### config.mk
export PLATFORM = sky130hd
export DESIGN_NAME = rx_frame_fsm
export DESIGN_NICKNAME = d
export VERILOG_FILES = /design/src/rtl/rx_symbol_pkg.sv /design/src/rtl/rx_frame_fsm.sv
export SDC_FILE = /design/constraint.sdc
export NUM_CORES = 1
export LEC_CHECK = 0
export BUFFER_PORTS_ARGS = -buffer_cell sky130_fd_sc_hd__buf_4
export CORE_AREA = 2 2 39 41
export CTS_CLUSTER_SIZE = 24
export DETAILED_ROUTE_END_ITERATION = 8
export DIE_AREA = 0 0 41 43
export PLACE_DENSITY_LB_ADDON = 0.08
export SYNTH_ARGS = -nofsm -noshare
export SYNTH_HDL_FRONTEND = slang
export SYNTH_SLANG_ARGS = --single-unit
### constraint.sdc
create_clock -name clk -period 2.17 [get_ports clk]
set_input_delay 0.434 -clock clk [delete_from_list [all_inputs] [get_ports clk]]
set_output_delay 0.434 -clock clk [all_outputs]
set_load 0.005 [all_outputs]
### src/rtl/rx_symbol_pkg.sv
package rx_symbol_pkg;

  localparam logic [4:0] CG_START_A = 5'b11000;
  localparam logic [4:0] CG_START_B = 5'b10001;
  localparam logic [4:0] CG_END_A   = 5'b01101;
  localparam logic [4:0] CG_END_B   = 5'b00111;
  localparam logic [4:0] CG_IDLE    = 5'b11111;

  localparam logic [3:0] NIB_SSD_ERR  = 4'hE;
  localparam logic [3:0] NIB_PREAMBLE = 4'h5;

  typedef enum logic [2:0] {
    CLS_DATA,
    CLS_IDLE,
    CLS_START_A,
    CLS_START_B,
    CLS_END_A,
    CLS_END_B,
    CLS_BAD
  } cg_class_e;

  typedef enum logic [2:0] {
    ST_HUNT,
    ST_SAW_START,
    ST_FRAME,
    ST_SAW_END,
    ST_BAD_SSD
  } rx_state_e;

endpackage

### src/rtl/rx_frame_fsm.sv
module rx_frame_fsm
  import rx_symbol_pkg::*;
#(
  parameter int NIB_W = 4
) (
  input  logic             clk,
  input  logic             rst_n,
  input  logic             strobe_i,
  input  cg_class_e        cls_i,
  input  logic [NIB_W-1:0] nib_i,
  output logic             dv_o,
  output logic             er_o,
  output logic [NIB_W-1:0] nib_o,
  output logic             load_o
);

  rx_state_e        st_q, st_n;
  logic             dv_q, dv_n;
  logic             er_q, er_n;
  logic [NIB_W-1:0] nib_q, nib_n;
  logic             load_q;

  always_comb begin
    st_n  = st_q;
    dv_n  = dv_q;
    er_n  = er_q;
    nib_n = nib_q;
    if (strobe_i) begin
      case (st_q)
        ST_HUNT: begin
          dv_n  = 1'b0;
          er_n  = 1'b0;
          nib_n = '0;
          if (cls_i == CLS_START_A) st_n = ST_SAW_START;
        end
        ST_SAW_START: begin
          if (cls_i == CLS_START_B) begin
            st_n  = ST_FRAME;
            dv_n  = 1'b1;
            er_n  = 1'b0;
            nib_n = NIB_W'(NIB_PREAMBLE);
          end else begin
            st_n  = ST_BAD_SSD;
            dv_n  = 1'b0;
            er_n  = 1'b1;
            nib_n = NIB_W'(NIB_SSD_ERR);
          end
        end
        ST_FRAME: begin
          if (cls_i == CLS_DATA) begin
            dv_n  = 1'b1;
            er_n  = 1'b0;
            nib_n = nib_i;
          end else if (cls_i == CLS_END_A) begin
            st_n  = ST_SAW_END;
            dv_n  = 1'b0;
            er_n  = 1'b0;
            nib_n = '0;
          end else begin
            dv_n  = 1'b1;
            er_n  = 1'b1;
            nib_n = '0;
          end
        end
        ST_SAW_END: begin
          if (cls_i == CLS_END_B) begin
            st_n  = ST_HUNT;
            dv_n  = 1'b0;
            er_n  = 1'b0;
            nib_n = '0;
          end else begin
            st_n  = ST_FRAME;
            dv_n  = 1'b1;
            er_n  = 1'b1;
            nib_n = '0;
          end
        end
        ST_BAD_SSD: begin
          if (cls_i == CLS_IDLE) begin
            st_n  = ST_HUNT;
            dv_n  = 1'b0;
            er_n  = 1'b0;
            nib_n = '0;
          end else begin
            dv_n  = 1'b0;
            er_n  = 1'b1;
            nib_n = NIB_W'(NIB_SSD_ERR);
          end
        end
        default: begin
          st_n  = ST_HUNT;
          dv_n  = 1'b0;
          er_n  = 1'b0;
          nib_n = '0;
        end
      endcase
    end
  end

  always_ff @(posedge clk or negedge rst_n) begin
    if (!rst_n) begin
      st_q   <= ST_HUNT;
      dv_q   <= 1'b0;
      er_q   <= 1'b0;
      nib_q  <= '0;
      load_q <= 1'b0;
    end else begin
      load_q <= strobe_i;
      if (strobe_i) begin
        st_q  <= st_n;
        dv_q  <= dv_n;
        er_q  <= er_n;
        nib_q <= nib_n;
      end
    end
  end

  assign dv_o   = dv_q;
  assign er_o   = er_q;
  assign nib_o  = nib_q;
  assign load_o = load_q;

  AST_SSD_ERR_PATTERN: assert property (@(posedge clk) disable iff (!rst_n)
    (strobe_i && st_q == ST_SAW_START && cls_i != CLS_START_B)
      |=> (er_q && !dv_q && nib_q == NIB_W'(NIB_SSD_ERR)));

  AST_DV_RISE_SOURCE: assert property (@(posedge clk) disable iff (!rst_n)
    $rose(dv_q) |-> ($past(st_q) == ST_SAW_START || $past(st_q) == ST_SAW_END));

  AST_IDLE_ZERO_NIB: assert property (@(posedge clk) disable iff (!rst_n)
    (!dv_q && !er_q) |-> (nib_q == '0));

  AST_HUNT_QUIET: assert property (@(posedge clk) disable iff (!rst_n)
    (st_q == ST_HUNT) |-> (!er_q && !dv_q));

  AST_STROBE_SPACING: assert property (@(posedge clk) disable iff (!rst_n)
    strobe_i |=> !strobe_i);

endmodule

==> impl_metrics.tcl, run 1 <==
set metrics [dict create \
    hp-start "strobe_i" \
    worstMarginPinSlew_ns 0.401 \
    yosysSeqAreaShare_pct 40.2 \
    numPortBuffers 16 \
    postRouteAntennaNets 0 \
    drive_above_1_share_pct 28.1 \
    crit_buf_inv 0 \
    first_global_vias 533 \
    yosysTopAreaCell "dfrtp_1" \
    min_path_type "input pin to flip-flop" \
    irDropWorstVdd_mv 0.470 \
    grt_start_max_net_pins 15 \
    rr_endpoint "nib_o[1]" \
    synthToLayoutAreaGrowth_pct 25.1 \
    cts_resized 0 \
    clock_path_buffers 2 \
    r2r_start "st_q[1]" \
    slowest_delay_ns 0.52 \
    clk_latency_ns 0.27 \
    antenna_cells 0 \
    r2r_setup_slack_ns 0.74 \
    drv_cap 0 \
    end_kind "flip-flop" \
    synth.distinct_cells 29 \
    grt_first_pass_wirelength_um 2230 \
    p_per_area_mw_per_mm2 901 \
    critPathMaxFanout 14 \
    drt_pass1_iterations 4 \
    yosys.area.top_type_share_pct 40.2 \
    syn_area_um2 623 \
    synth_top_family_by_area "compound AO/OA/AOI/OAI gates" \
    clock_sinks 10 \
    outcome "completed" \
    grt_use_total_pct 18.9 \
    critPathArrivalTime_ns 1.62 \
    root_buffer "clkbuf_4" \
    ys_warn_count 0 \
    wl_per_cell_um 13.2 \
    viasPerCell 5.64 \
    nFillCells 136 \
    postPlaceCellArea_um2 733 \
    cp_cell_sequence "or3b_1, o22ai_2, a21oi_1, o22ai_1" \
    design.die.area_mm2 0.00176 \
    fin_crit_sh_pct 65.9 \
    placedCellCount 100 \
    core_mm2 0.00138 \
    die_h_um 43 \
    min_path_cells 1 \
    numCtsBuffers 3 \
    syn_avg_cell_area_um2 8.54 \
    fmax_mhz 700 \
    hpwl_um 984 \
    wl_um 1390 \
    drc 0 \
    syn-instance-count 73 \
    yosys.area_share.xor_xnor_pct 1.41 \
    rsz0062_at_grt "false" \
    muxShareOfSynthArea_pct 0 \
    std_cell_rows 14 \
    synthAdderAreaFrac_pct 0 \
    min_to "load_o" \
    synth.ff_latch_count 10 \
    fin_tns_setup_ns 0 \
    setup_viol_count_final 0 \
    synthSimpleGateAreaFrac_pct 22.9 \
    top_level_ports 17 \
    crit_required_ns 2.36 \
    instances_no_fill 105 \
    yosys-top-cells-area "dfrtp_1 40%, o22ai_1 6.0%, inv_1 4.8%" \
    design_area_um2 779 \
    drtIter0Drc 19 \
    fp.dieW_um 41 \
    totalPowerFinal_mw 0.702 \
    synth_nets 83 \
    slew_violations 0 \
    num_vias 592 \
    crit_family "flip-flops" \
    fin_crit_ns 1.43 \
    hold_violations 0 \
    htree_levels 1 \
    finalNetCount 100 \
    cts_tree "built" \
    skew_ns 0.00150 \
    cp_slowest_cell "dfrtp_1" \
    cp-start-kind "flip-flop" \
    relSlewSlack_pct 73.3 \
    crit_type "flip-flop to flip-flop" \
    synth_compound_gate_area_share_pct 25.9 \
    start_util_pct 45.0 \
    antenna_found_initial 0 \
    gr-total-overflow 0 \
    gp_congestion 0.819 \
    clk_pin_slew_ns 0.07 \
    p_leak_nw 0.348 \
    rr_worst_depth 4 \
]
## worst register-to-register path, stage by stage, from the launching register on
cell	delay, ns
dfrtp_1	0.52
or3b_1	0.45
o22ai_2	0.20
a21oi_1	0.06
o22ai_1	0.11
## kinds of logic (layout without fill, tap and decap cells)
logic type,after synthesis,in the layout
buf+inv,13,29
compound gates,25,25
xor+xnor,1,1
simple gates,24,24
flops,10,10
## synth_stat cells
cell type and number:
nand3_1 2, buf_2 2, buf_6 1, nand2_1 8, and3b_1 1, dfrtp_1 10, or3b_1 1, o22ai_2 1
o31ai_1 1, nand3b_1 1, a31oi_1 4, inv_1 8, nor2_1 4, nor3b_2 1, and2b_2 1, or3b_4 1
nor2b_1 2, a32oi_1 1, clkbuf_1 1, clkbuf_2 1, xnor2_1 1, and4b_2 1, o21ai_0 4, a22oi_1 1
a21oi_1 5, o32ai_1 1, o22ai_1 6, nand2b_1 1, a41oi_1 1
## report_power, final
group	leakage [nW]	internal (mW)	switching, mW	total, mW
clock	0.0210	0.102	0.0698	0.172
sequential	0.133	0.225	0.0551	0.280
combinational	0.194	0.135	0.115	0.251
total	0.348	0.462	0.240	0.702
## how the worst max path moves through the flow
stage / startpoint / to / slack, ns / cells after the start
2_1_floorplan: cls_i[1] / nib_o[1] / 0.92 / 5
3_3_place_gp: st_q[0] / nib_o[1] / 0.77 / 4
3_5_place_dp: st_q[1] / nib_o[1] / 0.75 / 4
4_1_cts: st_q[0] / nib_o[1] / 0.74 / 4
5_1_grt: st_q[1] / nib_o[1] / 0.61 / 4
6_report: st_q[1] / nib_o[1] / 0.74 / 4
## cells in the final DEF, fill, tap and decap left out, drive strengths merged
master	count
nand2	8
o31ai	1
buf	16
o21ai	4
xnor2	1
o32ai	1
nor2b	2
inv	8
dlygate4sd3	1
o22ai	7
a32oi	1
nand3b	1
a41oi	1
and3b	1
nand2b	1
and4b	1
nand3	2
or3b	2
a22oi	1
dfrtp	10
nor2	4
and2b	1
a31oi	4
a21oi	5
clkbuf	4
nor3b	1
## metrics by stage
| stage | hold WS, ns | utilization (%) | worst slack, ns |
|---|---|---|---|
| finish | 0.381 | 56.3 | 0.741 |
| global route | 0.382 | 56.3 | 0.605 |
| CTS | 0.378 | 56.3 | 0.742 |
| detailed placement | 0.274 | 53.0 | 0.752 |
| global placement | 0.274 | 53.0 | 0.768 |
| floorplan | 0.138 | - | 0.924 |
## sequential cells by signal, indices dropped and copies added (netlist names)
signal and flops:
dv_o 1, er_o 1, load_o 1, nib_o 4, st_q 3
## per-layer routing
layer | up-vias | global-route usage [%] | routed length, um
li1 | 294 | - | -
met5 | - | 0 | 0
met2 | 19 | 29.4 | 646
met3 | 5 | 3.66 | 81
met1 | 274 | 23.3 | 623
met4 | 0 | 10.0 | 36
## repair_timing
item,CTS,global route
hold endpoints to repair,10,0
buffers inserted,0,0
hold buffers,1,0
## cell type report
class / count / area [um^2] / area share [%]
sequential: 10 / 250 / 32.1
clock buffer: 4 / 36.3 / 4.65
multi-input combinational: 50 / 313 / 40.1
tap: 16 / 20.0 / 2.57
inverter: 8 / 30.0 / 3.85
timing repair buffer: 17 / 130 / 16.7
(Power assumes the default switching activity.)
==> run 2: changes to the inputs <==
Clock period 2.17 ns to 1.4 ns, I/O delays scaled along.
==> run 2 against run 1 <==
Against the previous run:
- via count grew 4.6%
- routed wire length grew 3.7%
- register-to-register slack worse by 0.70 ns
- clock power up 58%
- die area unchanged
- core utilization grew 1.8 points
- largest cell class unchanged
==> impl_metrics.tcl, run 2 (synthesized netlist as in run 1, its figures left out) <==
set metrics [dict create \
    core_mm2 0.00138 \
    clock_path_buffers 2 \
    final_common_cell "buf_4" \
    cts_tree "built" \
    outcome "completed" \
    fmax_mhz 735 \
    numCtsBuffers 3 \
    num_vias 619 \
    critPathArrivalTime_ns 1.54 \
    min_path_type "input pin to flip-flop" \
    drtIter0Drc 15 \
    postRouteAntennaNets 0 \
    finalNetCount 103 \
    crit_type "flip-flop to flip-flop" \
    gp_congestion 0.793 \
    numPortBuffers 16 \
    wl_um 1440 \
    busiest_layer "met1" \
    htree_levels 1 \
    top_level_ports 17 \
    fin_tns_setup_ns 0 \
    slew_violations 0 \
    end_kind "flip-flop" \
    fin_crit_ns 1.36 \
    grtUsageMet2_pct 26.3 \
    std_cell_rows 14 \
    cp_slowest_cell "dfrtp_2" \
    p_per_area_mw_per_mm2 1410 \
    drc 0 \
    clk_latency_ns 0.27 \
    p_leak_nw 0.361 \
    critPathMaxFanout 7 \
    irDropWorstVdd_mv 0.685 \
    skew_ns 0.00683 \
    root_buffer "clkbuf_4" \
    drt_pass1_iterations 4 \
    nFillCells 125 \
    grt_first_pass_wirelength_um 2250 \
    instances_no_fill 108 \
    crit_buf_inv 0 \
    drive_above_1_share_pct 32.6 \
    hpwl_um 1050 \
    cp-start-kind "flip-flop" \
    slowest_delay_ns 0.45 \
    hold_violations 0 \
    clock_sinks 10 \
    relSlewSlack_pct 78.5 \
    most-common-layout-cells "19 x buf_4, 8 x inv_1, 8 x nand2_1, 8 x dfrtp_1, 6 x o22ai_1" \
    start_util_pct 45.0 \
    viasPerCell 5.73 \
    gr-total-overflow 0 \
    cp_cell_sequence "or3b_1, o22ai_2, a21oi_1, o22ai_1" \
    synthToLayoutAreaGrowth_pct 29.1 \
    placedCellCount 103 \
    grt_start_max_net_pins 15 \
    grt_use_met1_pct 27.2 \
    crit_family "flip-flops" \
    fin_crit_sh_pct 97.1 \
    largest_reg_flops 4 \
    first_global_vias 506 \
    crit_required_ns 1.59 \
    drv_cap 0 \
    whs_ns 0.232 \
    worstMarginPinSlew_ns 0.321 \
    clk_pin_slew_ns 0.08 \
    die_h_um 43 \
    wl_per_cell_um 13.3 \
    design.die.area_mm2 0.00176 \
    rsz0062_at_grt "true" \
    use_met3_pct 3.66 \
    fp.dieW_um 41 \
    setup_viol_count_final 0 \
    antenna_cells 0 \
    antenna_found_initial 0 \
    grt_use_total_pct 19.3 \
]
-- run 2: area by class of cell --
cell class | count | area [um^2] | area share (%)
Tap cell | 16 | 20.0 | 2.49
Clock buffer | 4 | 36.3 | 4.51
Inverter | 8 | 30.0 | 3.73
Multi-Input combinational cell | 50 | 313 | 38.9
Timing Repair Buffer | 20 | 153 | 19.0
Sequential cell | 10 | 253 | 31.4
-- run 2: worst register-to-register path, delay by kind of cell (launching register included) --
kind             cells  cell delay [ns]
AO/OA/AOI/OAI        3             0.39
AND/OR/NAND/NOR      1             0.43
flip-flops           1             0.45
-- run 2: what timing repair did --
| item | in CTS | in global routing |
|---|---|---|
| resized for setup | 0 | 2 |
| endpoints found under the setup margin | 0 | 3 |
| endpoints found under the hold margin | 10 | 0 |
| buffers inserted | 0 | 0 |
| hold buffers | 1 | 0 |
-- run 2: per-stage QoR --
stage / util, % / total power [mW] / worst slack (ns) / area [um^2]
after detailed placement: 54.6 / 0.859 / 0.0583 / 756
after global placement: 54.6 / 0.850 / 0.109 / 756
after CTS: 58.0 / 1.13 / 0.0348 / 802
final: 58.1 / 1.13 / 0.0402 / 805
after global routing: 58.1 / 1.22 / -0.0104 / 805
after floorplan: - / 0.720 / 0.181 / 623
-- run 2: path summary, 6_finish.rpt --
kind	start	to	slack [ns]	cells after the start
min in group asynchronous	rst_n	nib_o[2]	0.36	2
worst min-delay path	strobe_i	load_o	0.23	1
worst min register to register	nib_o[0]	nib_o[0]	0.53	2
worst max-delay path	st_q[0]	nib_o[1]	0.04	4
worst max register to register	st_q[0]	nib_o[1]	0.04	4
max in group asynchronous	rst_n	st_q[2]	0.89	2
-- run 2: layer usage --
metal  vias up  wire length, um
li1        298                -
met1       289              589
met2        28              699
met3         4              126
met4         0               23
met5         -                0
-- run 2: where the power goes --
group	internal [mW]	leakage [nW]	total, mW	switching, mW
Combinational	0.238	0.209	0.453	0.215
Sequential	0.353	0.130	0.410	0.0574
Clock	0.158	0.0210	0.271	0.113
==> run 3: changes to the inputs <==
--- a/config.mk
+++ b/config.mk
@@ -7,8 +7,7 @@
 export LEC_CHECK = 0
 export BUFFER_PORTS_ARGS = -buffer_cell sky130_fd_sc_hd__buf_4
-export CORE_AREA = 2 2 39 41
+export CORE_UTILIZATION = 44
 export CTS_CLUSTER_SIZE = 24
 export DETAILED_ROUTE_END_ITERATION = 8
-export DIE_AREA = 0 0 41 43
 export PLACE_DENSITY_LB_ADDON = 0.08
 export SYNTH_ARGS = -nofsm -noshare
==> constraint.sdc (replaced) <==
create_clock -name clk -period 1.2 [get_ports clk]
set_input_delay 0.24 -clock clk [delete_from_list [all_inputs] [get_ports clk]]
set_output_delay 0.24 -clock clk [all_outputs]
set_load 0.1 [all_outputs]
==> run 3 against run 2 <==
Against the previous run:
- the run now ends with negative setup slack left
- core utilization rose by 14 points
- global-route usage rose by 8.1 points
- combinational power rose by 150%
- via count rose by 6.3%
- cell count rose by 7.4%
- critical endpoint unchanged
- highest routed layer unchanged
==> impl_metrics.tcl, run 3 (synthesized netlist as in run 1, its figures left out) <==
set metrics [dict create \
    outcome "complete, but fails checks" \
    violations "negative setup slack" \
    htree_levels 1 \
    cp-start-kind "flip-flop" \
    irDropWorstVdd_mv 1.15 \
    numPortBuffers 16 \
    drive_above_1_share_pct 54.5 \
    synthToLayoutAreaGrowth_pct 50.2 \
    wl_per_cell_um 15.6 \
    num_vias 658 \
    p_per_area_mw_per_mm2 1980 \
    path_depth 4 \
    clock_sinks 10 \
    finalNetCount 113 \
    comb_power_share_pct 61.0 \
    min_path_type "input pin to flip-flop" \
    intPower_mw 0.973 \
    rr_worst_depth 4 \
    skew_ns 0.00168 \
    cts_tree "built" \
    clock_path_buffers 2 \
    rsz0062_at_grt "true" \
    crit_type "flip-flop to flip-flop" \
    r2r_setup_slack_ns -0.11 \
    antenna_cells 0 \
    cp_cell_sequence "or3b_4, o21ai_1, nand2_2, o22ai_1" \
    grt_use_total_pct 27.4 \
    core_mm2 0.00130 \
    antenna_found_initial 0 \
    rr_endpoint "nib_o[1]" \
    critPathArrivalTime_ns 1.50 \
    slew_violations 0 \
    crit_required_ns 1.39 \
    design_area_um2 936 \
    wl_um 1810 \
    relSlewSlack_pct 78.7 \
    seq_power_share_pct 25.8 \
    p_switching_mw 0.884 \
    p_leak_nw 0.414 \
    min_path_cells 3 \
    hpwl_um 1100 \
    critPathMaxFanout 5 \
    placedCellCount 108 \
    largest_reg_flops 4 \
    start_util_pct 47.9 \
    design.die.area_mm2 0.00157 \
    grt_first_pass_wirelength_um 2710 \
    switching_share_pct 47.6 \
    post-place-ws_ns -0.133 \
    crit_family "simple AND/OR/NAND/NOR gates" \
    first_global_vias 601 \
    most-common-layout-cells "25 x buf_4, 7 x inv_1, 7 x nand2_1, 7 x dfrtp_2" \
    drt_pass1_iterations 4 \
    drv_cap 0 \
    grt_start_max_net_pins 14 \
    clk_pin_slew_ns 0.07 \
    drc 0 \
    critPathCapture "nib_o[1]" \
    clockPowerShare_pct 13.2 \
    postRouteAntennaNets 0 \
    instances_no_fill 116 \
    fin_crit_sh_pct 109 \
    drtIter0Drc 14 \
    final_common_cell "buf_4" \
    slowest_delay_ns 0.45 \
    viasPerCell 5.67 \
    r2r_start "st_q[0]" \
    final.setup.worst_slack_ns -0.114 \
    gr-total-overflow 0 \
    postPlaceCellArea_um2 807 \
    multiInputGateArea_um2 363 \
    fin_crit_ns 1.31 \
    hold_violations 0 \
    fmax_mhz 761 \
    root_buffer "clkbuf_4" \
    die_h_um 39.6 \
    clk_latency_ns 0.27 \
    top_level_ports 17 \
    end_kind "flip-flop" \
    seqCellArea_um2 259 \
    setup_viol_count_final 6 \
    fp.dieW_um 39.6 \
    crit_buf_inv 0 \
    nFillCells 88 \
    numCtsBuffers 3 \
    startpoint "st_q[0]" \
    std_cell_rows 13 \
    cp_slowest_cell "dfrtp_2" \
    worstMarginPinSlew_ns 0.318 \
    gp_congestion 0.830 \
]
-- run 3: changes by cell type in the layout (fill, tap and decap cells not counted), sizes merged --
cell / delta
buf: +10
clkbuf: -1
-- run 3: how the worst min path moves through the flow --
| stage | slack, ns | end | start |
|---|---|---|---|
| floorplan | -0.06 | dv_o | rst_n |
| global placement | 0.08 | st_q[2] | rst_n |
| detailed placement | 0.08 | st_q[2] | rst_n |
| CTS | 0.24 | nib_o[3] | nib_i[3] |
| global route | 0.27 | nib_o[1] | nib_i[1] |
| finish | 0.24 | nib_o[1] | nib_i[1] |
-- run 3: area by class of cell --
class                   count  area share [%]
flip-flops and latches     10            27.7
well taps                  15            2.01
inverters                   8            3.21
clock buffers               3            2.41
repair buffers             30            25.9
multi-input cells          50            38.8
-- run 3: through the flow --
stage / hold slack (ns) / power, mW / setup TNS, ns / util (%)
final: 0.243 / 1.86 / -0.460 / 71.9
after CTS: 0.239 / 1.70 / -0.218 / 67.8
after global placement: 0.0763 / 1.39 / -0.301 / 62.0
after global routing: 0.269 / 1.95 / -0.804 / 71.9
after floorplan: -0.0556 / 1.17 / 0 / -
after detailed placement: 0.0785 / 1.40 / -0.470 / 62.0
-- run 3: what timing repair did --
action,in CTS,in global routing
hold endpoints to repair,10,0
resized for setup,7,11
hold buffers,1,0
pin swaps,5,5
setup endpoints to repair,5,7
setup buffers,3,1
-- run 3: metal layers --
metal	GRT usage [%]	wire, um	up-vias
met4	18.1	61	0
met5	0	0	-
li1	-	-	320
met3	3.41	83	6
met2	44.7	919	26
met1	33.1	744	306
-- run 3: worst reg2reg max path: cells and delay by family (launching register included) --
kind               cells  cell delay, ns
DFF                    1            0.45
AOI/OAI and AO/OA      2            0.26
and+or+nand+nor        2            0.53
-- run 3: power by group through the flow --
stage | clock network [mW] | logic [mW] | registers, mW
after floorplan | 0 | 0.384 | 0.790
after global placement | 0 | 0.909 | 0.479
after detailed placement | 0 | 0.914 | 0.483
after CTS | 0.236 | 0.992 | 0.473
after global routing | 0.257 | 1.20 | 0.489
final | 0.245 | 1.13 | 0.479
